--- src/rtl/pata_pio_pkg.sv ---
package pata_pio_pkg;
  typedef enum logic [1:0] {
    PH_IDLE  = 2'd0,
    PH_SETUP = 2'd1,
    PH_STRB  = 2'd2,
    PH_END   = 2'd3
  } phase_e;
endpackage

--- src/rtl/pata_tim_sel.sv ---
module pata_tim_sel #(
  parameter int CW = 8,
  parameter int SW = 4
) (
  input  logic                 data_port_i,
  input  logic [2*CW-1:0]      reg_tim_i,
  input  logic [2*SW+CW-1:0]   pio_tim0_i,
  input  logic [CW-1:0]        pio_tim1_i,
  output logic [CW-1:0]        setup_len_o,
  output logic [CW-1:0]        strb_len_o,
  output logic [CW-1:0]        end_len_o,
  output logic [CW-1:0]        hold_len_o
);
  localparam int P0W = 2*SW + CW;

  function automatic logic [CW-1:0] min_one(logic [CW-1:0] v);
    return (v == '0) ? CW'(1) : v;
  endfunction

  logic [SW-1:0] su_raw, hd_raw;
  logic [CW-1:0] pio_end_raw, reg_end_raw, reg_strb_raw;
  logic [CW-1:0] end_eff;

  assign su_raw       = pio_tim0_i[SW-1:0];
  assign pio_end_raw  = pio_tim0_i[SW+CW-1:SW];
  assign hd_raw       = pio_tim0_i[P0W-1:SW+CW];
  assign reg_end_raw  = reg_tim_i[CW-1:0];
  assign reg_strb_raw = reg_tim_i[2*CW-1:CW];

  assign setup_len_o = min_one(CW'(su_raw));
  assign hold_len_o  = min_one(CW'(hd_raw));
  assign strb_len_o  = min_one(data_port_i ? pio_tim1_i : reg_strb_raw);
  assign end_eff     = min_one(data_port_i ? pio_end_raw : reg_end_raw);
  // end phase must also cover the write-data hold
  assign end_len_o   = (hold_len_o > end_eff) ? hold_len_o : end_eff;
endmodule

--- src/rtl/pata_iordy_sync.sv ---
module pata_iordy_sync #(
  parameter int STAGES = 2
) (
  input  logic clk_i,
  input  logic rst_ni,
  input  logic iordy_i,
  output logic iordy_o
);
  generate
    if (STAGES <= 1) begin : g_one
      logic q;
      always_ff @(posedge clk_i or negedge rst_ni) begin
        if (!rst_ni) q <= 1'b1;
        else         q <= iordy_i;
      end
      assign iordy_o = q;
    end else begin : g_chain
      logic [STAGES-1:0] q;
      always_ff @(posedge clk_i or negedge rst_ni) begin
        if (!rst_ni) q <= '1;
        else         q <= {q[STAGES-2:0], iordy_i};
      end
      assign iordy_o = q[STAGES-1];
    end
  endgenerate
endmodule

--- src/rtl/pata_cycle_fsm.sv ---
module pata_cycle_fsm
  import pata_pio_pkg::*;
#(
  parameter int DW     = 16,
  parameter int CW     = 8,
  parameter int TO_CYC = 1024
) (
  input  logic          clk_i,
  input  logic          rst_ni,
  input  logic          req_i,
  input  logic          wr_i,
  input  logic [1:0]    cs_sel_i,
  input  logic [2:0]    da_i,
  input  logic [DW-1:0] wdata_i,
  input  logic          iordy_en_i,
  input  logic [DW-1:0] dd_i,
  input  logic          iordy_s_i,
  input  logic [CW-1:0] setup_len_i,
  input  logic [CW-1:0] strb_len_i,
  input  logic [CW-1:0] end_len_i,
  input  logic [CW-1:0] hold_len_i,
  output logic          data_port_o,
  output logic [1:0]    cs_no,
  output logic [2:0]    da_o,
  output logic          dior_no,
  output logic          diow_no,
  output logic [DW-1:0] dd_o,
  output logic          dd_oe_o,
  output logic [DW-1:0] rdata_o,
  output logic          done_o,
  output logic          timeout_o
);
  localparam int TW = $clog2(TO_CYC + 1);
  localparam logic [TW-1:0] WT_LAST = TW'(TO_CYC - 1);

  phase_e        ph_q;
  logic [CW-1:0] cnt_q;
  logic [TW-1:0] wt_q;
  logic          wr_q, ien_q, to_hit_q, done_q, to_q;
  logic [1:0]    cs_q;
  logic [2:0]    da_q;
  logic [DW-1:0] wd_q, rd_q;
  logic          stall, active;

  assign stall  = ien_q && !iordy_s_i;
  assign active = (ph_q != PH_IDLE);

  always_ff @(posedge clk_i or negedge rst_ni) begin
    if (!rst_ni) begin
      ph_q     <= PH_IDLE;
      cnt_q    <= '0;
      wt_q     <= '0;
      wr_q     <= 1'b0;
      ien_q    <= 1'b0;
      to_hit_q <= 1'b0;
      done_q   <= 1'b0;
      to_q     <= 1'b0;
      cs_q     <= '0;
      da_q     <= '0;
      wd_q     <= '0;
      rd_q     <= '0;
    end else begin
      done_q <= 1'b0;
      to_q   <= 1'b0;
      unique case (ph_q)
        PH_IDLE: if (req_i) begin
          wr_q     <= wr_i;
          ien_q    <= iordy_en_i;
          cs_q     <= cs_sel_i;
          da_q     <= da_i;
          wd_q     <= wdata_i;
          to_hit_q <= 1'b0;
          cnt_q    <= CW'(1);
          ph_q     <= PH_SETUP;
        end
        PH_SETUP: begin
          if (cnt_q >= setup_len_i) begin
            ph_q  <= PH_STRB;
            cnt_q <= CW'(1);
            wt_q  <= '0;
          end else begin
            cnt_q <= cnt_q + CW'(1);
          end
        end
        PH_STRB: begin
          if (stall && wt_q == WT_LAST) begin
            ph_q     <= PH_END;
            cnt_q    <= CW'(1);
            to_hit_q <= 1'b1;
          end else if (cnt_q >= strb_len_i && !stall) begin
            ph_q  <= PH_END;
            cnt_q <= CW'(1);
            if (!wr_q) rd_q <= dd_i;
          end else begin
            if (cnt_q < strb_len_i) cnt_q <= cnt_q + CW'(1);
            wt_q <= stall ? wt_q + TW'(1) : '0;
          end
        end
        PH_END: begin
          if (cnt_q >= end_len_i) begin
            ph_q   <= PH_IDLE;
            done_q <= 1'b1;
            to_q   <= to_hit_q;
          end else begin
            cnt_q <= cnt_q + CW'(1);
          end
        end
        default: ph_q <= PH_IDLE;
      endcase
    end
  end

  assign data_port_o = (cs_q == 2'b01) && (da_q == 3'd0);
  assign cs_no       = active ? ~cs_q : 2'b11;
  assign da_o        = active ? da_q : 3'd0;
  assign dior_no     = !(ph_q == PH_STRB && !wr_q);
  assign diow_no     = !(ph_q == PH_STRB && wr_q);
  assign dd_o        = wd_q;
  assign dd_oe_o     = wr_q && (ph_q == PH_SETUP || ph_q == PH_STRB ||
                                (ph_q == PH_END && cnt_q <= hold_len_i));
  assign rdata_o     = rd_q;
  assign done_o      = done_q;
  assign timeout_o   = to_q;

  assert_one_strobe_R11: assert property (@(posedge clk_i) disable iff (!rst_ni)
    !(!dior_no && !diow_no));
  assert_addr_before_strobe_R2: assert property (@(posedge clk_i) disable iff (!rst_ni)
    ($fell(dior_no) || $fell(diow_no)) |-> ($past(cs_no) != 2'b11));
  assert_addr_stable_R2: assert property (@(posedge clk_i) disable iff (!rst_ni)
    (active && $past(active) && !$past(done_o)) |-> ($stable(cs_no) && $stable(da_o)));
  assert_done_pulse_R4: assert property (@(posedge clk_i) disable iff (!rst_ni)
    done_o |=> !done_o);
  assert_timeout_with_done_R9: assert property (@(posedge clk_i) disable iff (!rst_ni)
    timeout_o |-> done_o);
  assert_no_drive_on_read_R5: assert property (@(posedge clk_i) disable iff (!rst_ni)
    !dior_no |-> !dd_oe_o);
  assert_idle_bus_R1: assert property (@(posedge clk_i) disable iff (!rst_ni)
    done_o |-> (cs_no == 2'b11 && dior_no && diow_no && !dd_oe_o));
endmodule

--- src/rtl/pata_pio_seq.sv ---
module pata_pio_seq #(
  parameter int DW          = 16,
  parameter int CW          = 8,
  parameter int SW          = 4,
  parameter int TO_CYC      = 1024,
  parameter int SYNC_STAGES = 2
) (
  input  logic                 clk_i,
  input  logic                 rst_ni,
  input  logic                 req_i,
  input  logic                 wr_i,
  input  logic [1:0]           cs_sel_i,
  input  logic [2:0]           da_i,
  input  logic [DW-1:0]        wdata_i,
  input  logic                 iordy_en_i,
  input  logic [2*CW-1:0]      reg_tim_i,
  input  logic [2*SW+CW-1:0]   pio_tim0_i,
  input  logic [CW-1:0]        pio_tim1_i,
  input  logic [DW-1:0]        dd_i,
  input  logic                 iordy_i,
  output logic [1:0]           cs_no,
  output logic [2:0]           da_o,
  output logic                 dior_no,
  output logic                 diow_no,
  output logic [DW-1:0]        dd_o,
  output logic                 dd_oe_o,
  output logic [DW-1:0]        rdata_o,
  output logic                 done_o,
  output logic                 timeout_o
);
  logic          iordy_s, data_port;
  logic [CW-1:0] setup_len, strb_len, end_len, hold_len;

  pata_iordy_sync #(.STAGES(SYNC_STAGES)) u_sync (
    .clk_i(clk_i), .rst_ni(rst_ni), .iordy_i(iordy_i), .iordy_o(iordy_s)
  );

  pata_tim_sel #(.CW(CW), .SW(SW)) u_tim (
    .data_port_i(data_port), .reg_tim_i(reg_tim_i),
    .pio_tim0_i(pio_tim0_i), .pio_tim1_i(pio_tim1_i),
    .setup_len_o(setup_len), .strb_len_o(strb_len),
    .end_len_o(end_len), .hold_len_o(hold_len)
  );

  pata_cycle_fsm #(.DW(DW), .CW(CW), .TO_CYC(TO_CYC)) u_fsm (
    .clk_i(clk_i), .rst_ni(rst_ni), .req_i(req_i), .wr_i(wr_i),
    .cs_sel_i(cs_sel_i), .da_i(da_i), .wdata_i(wdata_i),
    .iordy_en_i(iordy_en_i), .dd_i(dd_i), .iordy_s_i(iordy_s),
    .setup_len_i(setup_len), .strb_len_i(strb_len),
    .end_len_i(end_len), .hold_len_i(hold_len),
    .data_port_o(data_port), .cs_no(cs_no), .da_o(da_o),
    .dior_no(dior_no), .diow_no(diow_no), .dd_o(dd_o), .dd_oe_o(dd_oe_o),
    .rdata_o(rdata_o), .done_o(done_o), .timeout_o(timeout_o)
  );
endmodule

--- config.mk ---
export PLATFORM = sky130hd
export DESIGN_NAME = pata_pio_seq
export DESIGN_NICKNAME = d
export VERILOG_FILES = /design/src/rtl/pata_pio_pkg.sv /design/src/rtl/pata_tim_sel.sv /design/src/rtl/pata_iordy_sync.sv /design/src/rtl/pata_cycle_fsm.sv /design/src/rtl/pata_pio_seq.sv
export SDC_FILE = /design/constraint.sdc
export NUM_CORES = 1
export LEC_CHECK = 0
export BUFFER_PORTS_ARGS = -buffer_cell sky130_fd_sc_hd__buf_2
export CORE_UTILIZATION = 30
export CTS_CLUSTER_SIZE = 40
export DETAILED_ROUTE_END_ITERATION = 7
export GPL_TIMING_DRIVEN = 0
export PLACE_DENSITY = 0.57
export SLEW_MARGIN = 40
export SYNTH_ARGS = -nofsm -noshare
export SYNTH_HDL_FRONTEND = slang
export SYNTH_HIERARCHICAL = 1
export SYNTH_SLANG_ARGS = --single-unit
--- constraint.sdc ---
create_clock -name clk_i -period 5.35 [get_ports clk_i]
set_input_delay 0.2675 -clock clk_i [delete_from_list [all_inputs] [get_ports clk_i]]
set_output_delay 0.2675 -clock clk_i [all_outputs]
set_load 0.05 [all_outputs]
==> After elaboration in Yosys (flattened, before gate mapping) <==
Index checks and enable logic that the tools add are counted.
{ "word_totals": {"rom_bits": 0, "latchBits": 0, "ram_bits": 0, "output_inout_bits": 42, "memories": 0, "input_bits": 83, "word_cells": 102, "register_bits": 65} }
{ "op_classes": {"n_addsub": 2, "n_bitwise": 3, "n_lt_le_gt_ge": 6, "multipliers": 0, "div_mod_pow": 0, "n_mux": 34, "shift": 0, "n_eq_ne": 14, "n_reduce_logical": 30} }
{ "op_table": {"columns": ["cell", "count"], "rows": [
  ["8-bit two-way mux", 11],
  ["11-bit two-way mux", 4],
  ["8-bit one-hot mux with 4 select lines", 1],
  ["11-bit one-hot mux with 2 select lines", 1],
  ["8-bit greater-or-equal comparator", 2],
  ["8-bit logical NOT", 2],
  ["2-bit two-way mux", 6],
  ["4-bit AND reduction", 3],
  ["11-bit by 1-bit adder with 11-bit output (second input constant)", 1],
  ["11-bit by 10-bit == test with 1-bit output (second input constant)", 1],
  ["8-bit by 1-bit adder with 8-bit output (second input constant)", 1],
  ["8-bit by 4-bit greater-or-equal comparator with 1-bit output", 1],
  ["8-bit > comparator", 1],
  ["8-bit by 4-bit <= comparator with 1-bit output", 1],
  ["1-bit logical AND", 8],
  ["4-bit logical NOT", 2],
  ["8-bit < comparator", 1],
  ["4-bit two-way mux", 2],
  ["2-bit != test (second input constant)", 4],
  ["2-bit one-hot mux with 4 select lines", 1],
  ["1-bit two-way mux", 6],
  ["2-bit by 1-bit != test with 1-bit output (second input constant)", 3],
  ["3-bit AND reduction", 2],
  ["2-bit nonzero test", 3],
  ["other kinds (13)", 21]
]} }

==> Logic depth before layout (Yosys ltp) <==
{ "logic_depth": {"word_depth": 10, "mapped_depth": 21, "mapped_depth_nobuf": 19} }

==> By module <==
The synthesis kept the hierarchy.
{ "modules_own_cells": {"columns": ["mod", "n_inst", "area_per_inst_um2", "cells_per_inst"], "rows": [
  ["pata_cycle_fsm", 1, 3679.8, 354],
  ["pata_tim_sel", 1, 516.7, 62],
  ["pata_iordy_sync", 1, 52.6, 2]
]} }

==> Least setup slack after synthesis <==
Ideal clock, no wire load.
{ "synth_timing": {"kind": "register to register", "from": "reg u_fsm.da_q[0]", "to": "reg u_fsm.cnt_q[2]", "required_time_ns": 5.249, "arrival_time_ns": 4.574, "setup_slack_ns": 0.675, "period_less_slack_ns": 4.675, "stages_incl_launch_ff": 21, "path_buffers": 2, "setup_ns": 0.101, "cell_sequence": "dfrtp_1 -> nand2b_1 -> nor4_1 -> buf_6 -> or4b_1 -> o22ai_2 -> a41o_1 -> ha_1 -> nand2b_1 -> a21oi_1 -> o221a_4 -> mux2_4 -> ha_1 -> nand2b_1 -> a211o_1 -> a2111oi_0 -> nor3b_1 -> a221o_1 -> buf_6 -> nand2b_4 -> o311ai_2"} }
{ "synth_via": {"elab_chain_cells": 10, "elab_cells_between_ends": 20} }
{ "synth_rtl": {"columns": ["item", "line", "rtl"], "rows": [
  ["start, declared", "pata_cycle_fsm.sv:41", "logic [2:0] da_q;"],
  ["start signal, assigned", "pata_cycle_fsm.sv:70", "da_q <= da_i;"],
  ["3-bit logical NOT (*)", "pata_cycle_fsm.sv:113", "assign data_port_o = (cs_q == 2'b01) && (da_q == 3'd0);"],
  ["1-bit logical AND (*)", "pata_cycle_fsm.sv:113", null],
  ["via data_port", "pata_pio_seq.sv:31", "logic iordy_s, data_port;"],
  ["8-bit two-way mux (*)", "pata_tim_sel.sv:33", "assign end_eff = min_one(data_port_i ? pio_end_raw : reg_end_raw);"],
  ["8-bit logical NOT", "pata_tim_sel.sv:17", "return (v == '0) ? CW'(1) : v;"],
  ["8-bit two-way mux (*)", "pata_tim_sel.sv:17", null],
  ["8-bit > comparator", "pata_tim_sel.sv:35", "assign end_len_o = (hold_len_o > end_eff) ? hold_len_o : end_eff;"],
  ["8-bit two-way mux (*)", "pata_tim_sel.sv:35", null],
  ["via end_len[0]", "pata_pio_seq.sv:32", "logic [CW-1:0] setup_len, strb_len, end_len, hold_len;"],
  ["8-bit greater-or-equal comparator (*)", "pata_cycle_fsm.sv:100", "if (cnt_q >= end_len_i) begin"],
  ["2-bit != test (no line) (*)", null, null],
  ["3-bit AND reduction (no line) (*)", null, null],
  ["end signal, assigned", "pata_cycle_fsm.sv:82", "cnt_q <= cnt_q + CW'(1);"],
  ["end signal, assigned", "pata_cycle_fsm.sv:95", "if (cnt_q < strb_len_i) cnt_q <= cnt_q + CW'(1);"],
  ["end signal, assigned", "pata_cycle_fsm.sv:105", "cnt_q <= cnt_q + CW'(1);"],
  ["end, declared", "pata_cycle_fsm.sv:37", "logic [CW-1:0] cnt_q;"]
]} }
Mark *: on every way through the listed nets, which the timed path passes. The rest lies on a longest branch.
A chain may end at the register's enable or synchronous reset.

==> Worst setup path after layout <==
Ends and elaborated chain as after synthesis.

==> flow_summary.yaml <==
status:
  outcome: "finished, final reports clean"
detailed_routing:
  drt_iter0_drc: 134
  remaining_drc_errors: 0
  dr.pass1.iters: 4
  via_count: 3603
  final_antenna_net_count: 0
  vias_per_cell: 4.823
  post_drt_wl_per_cell_um: 13.34
  routed_wl_mm: 9.962
clock_tree:
  cts_buffers: 9
  cts_setup_buffers: 0
  clk_latency_ps: 330
  cts-root-buf: "clkbuf_16"
  cts.sinks: 65
  clkTransAtPathRegs_ps: 50
  clockBufferDepth: 2
  tritoncts: "done"
  htreeDepth: 3
final_layout:
  area_delta_synth_final_pct: 28.92
  nets: 687
  stdcell_count: 747
  insertedDiodeCount: 0
  drive_gt1_share_pct: 39.33
critical_path:
  cp-start-kind: "flip-flop"
  critPathLaunch: "u_fsm/da_q[0]"
  reg2reg_depth: 20
  r2r_slack_ps: 270
  cp-end-kind: "flip-flop"
  r2r-end: "u_fsm/cnt_q[2]"
  worstSetupPathType: "flip-flop to flip-flop"
  worstPathArrival_ps: 5300
  path_max_fanout: 10
  endpoint: "u_fsm/cnt_q[2]"
  rr_startpoint: "u_fsm/da_q[0]"
  required_ps: 5570
min_path:
  hold_depth: 1
  hp-class: "input pin to flip-flop"
global_route:
  grt_use_total_pct: 14.16
  grt_pass1_wl_mm: 16.56
  grt_max_degree: 40
  antenna_found_initial: 0
  grt_pass1_vias: 3754
  gr-total-overflow: 0
sta:
  fin_skew_ps: 6.175
  finalCriticalPeriod_ps: 5076
  slew_violations: 0
  fin_crit_sh_pct: 94.88
  finalSetupViolations: 0
  worst_pin_slew_ps: 582.8
  max_slew_margin_pct: 61.15
  hold_viol: 0
  whs_ps: 46.37
  setup_tns_ps: 0
  timing.fmax_mhz: 197.0
  rsz0062_at_grt: "no"
logic_synthesis:
  ys_top_cells_by_area: "dfrtp_1 37%, mux2_2 14%, ha_1 12%, inv_1 4.2%, a21oi_1 2.2%"
  netlist_instances: 418
  async_flop_share_pct: 100.0
  synth-seq-cells: 65
  avgSynthCellArea_um2: 10.17
  synth_top_area_share_pct: 37.10
  synth_warnings: 6
  netlist_area_um2: 4249
  synth_adder_area_share_pct: 12.37
  synth_edf_count: 0
  synth_compound_area_share_pct: 13.10
  yosys.area_share.simple_pct: 12.19
  synth_flop_cell: "dfrtp_1"
  synthXorXnorAreaFrac_pct: 0
  seq_area_frac_synth_pct: 38.34
  synth_cell_type_count: 57
  synth_top_family_by_area: "multiplexers"
  synth_mux_area_share_pct: 16.37
  yosysTopAreaCell: "dfrtp_1"
pwr:
  finalPower_mw: 2.667
  ir_drop_mv: 0.3466
  p_per_area_nw_per_um2: 486.9
  leakagePower_nw: 2.780
floorplanning:
  start_util_pct: 30.73
  row_count: 43
  die_y_um: 121.0
  die_area_um2: 14640
  core_area_um2: 13830
  io_pins: 125
  fp.dieW_um: 121.0
place:
  place.port_buffers: 124
  placed_cells: 730
  hpwl_mm: 7.835
  gp_congestion: 0.7891
run:
  drv_cap: 0
==> cells in the final DEF, fill, tap and decap left out, types with 14 or more instances in the layout <==
cell | Yosys | layout
a21oi_1 | 19 | 19
inv_1 | 47 | 47
buf_2 | 1 | 124
ha_1 | 42 | 42
clkbuf_1 | 13 | 16
nor2_1 | 14 | 14
o21ai_0 | 18 | 18
nand2_1 | 23 | 23
dfrtp_1 | 63 | 63
mux2_2 | 52 | 52
==> cells in the mapped netlist (3+ instances only) <==
cell	instances
or2_2	4
o21a_1	5
a21o_1	4
clkbuf_1	13
dfrtp_1	63
mux2i_1	8
nand2_1	23
nor2_1	14
ha_1	42
mux2_2	52
nor2b_1	8
a21oi_1	19
and3_1	3
nand2b_1	8
nand4_1	7
o31ai_1	5
nand3_1	11
buf_4	8
o22ai_1	4
inv_1	47
nor3_1	3
o21ai_0	18
==> area by class of cell <==
type	instances	area [um^2]
buffer	26	143.9
clock inverter	4	70.07
sequential	65	1629
inverter	47	176.4
fill	1377	8349
timing repair buffer	126	653.1
tap	180	225.2
multi-input combinational	287	2344
clock buffer	12	236.5
==> where the power goes <==
group,switching [mW],internal (mW)
combinational,0.875,0.451
clock,0.202,0.406
sequential,0.102,0.630
total,1.18,1.49
==> registers in the layout, summed over array words and instances (netlist names) <==
register          cells
u_fsm/dd_o           16
u_fsm/wr_q            1
u_fsm/timeout_o       1
u_fsm/wt_q           11
u_sync/g_chain.q      2
u_fsm/cs_q            2
u_fsm/ien_q           1
u_fsm/da_q            3
u_fsm/ph_q            2
u_fsm/rdata_o        16
u_fsm/done_o          1
u_fsm/cnt_q           8
u_fsm/to_hit_q        1
==> routing by layer <==
layer	GRT usage (%)	wire (um)	up-vias	part of all wire [%]
li1	-	-	1761	-
met1	16.03	4290	1707	43
met2	24.57	4709	123	47
met3	3.712	778	12	7.8
met4	6.944	184	0	1.8
met5	0	0	-	0
==> stage by stage <==
step	setup WS [ps]	area, um^2	utilization (%)
6_report	274.1	5478	39.62
5_1_grt	0.6328	5478	39.62
4_1_cts	34.37	5466	39.53
3_5_place_dp	-65.21	5149	37.24
3_3_place_gp	19.07	5121	37.04
2_1_floorplan	675.3	4275	-
==> critical path: stages (launching register included) <==
cell	delay (ps)
dfrtp_1	370
nand2b_1	170
nor4_2	200
buf_6	200
or4b_1	460
o22ai_2	230
a41o_1	230
ha_1	140
nand2b_1	110
a21oi_1	80
o221a_4	280
mux2_4	300
ha_1	280
nand2b_1	140
a211o_1	300
a2111oi_2	480
nor3b_1	140
a221o_1	300
buf_6	150
nand2b_4	180
o311ai_2	230
==> how the worst min path moves through the flow <==
| stage | endpoint | startpoint | slack, ps |
|---|---|---|---|
| after floorplan | u_fsm/cnt_q[0] | rst_ni | -30 |
| after global placement | u_sync/g_chain.q[1] | u_sync/g_chain.q[0] | 350 |
| final | u_sync/g_chain.q[0] | iordy_i | 50 |
| after CTS | u_sync/g_chain.q[0] | iordy_i | 30 |
| after global routing | u_sync/g_chain.q[0] | iordy_i | 30 |
| after detailed placement | u_fsm/dd_o[11] | rst_ni | 270 |
==> kinds of logic (layout without fill, tap and decap cells) <==
logic type	Yosys count	in the layout
and+or+nand+nor	95	95
AOI/OAI and AO/OA	80	80
buffers and inverters	73	215
DFF	65	65
muxes	62	62
adders and majority gates	42	42
other	1	8
==> repair_timing <==
item | 4_1_cts | 5_1_grt
hold endpoints to repair | 38 | 0
endpoints found under the setup margin | 6 | 9
gates resized for setup | 1 | 2
hold buffers | 1 | 0
(Power assumes the default switching activity.)
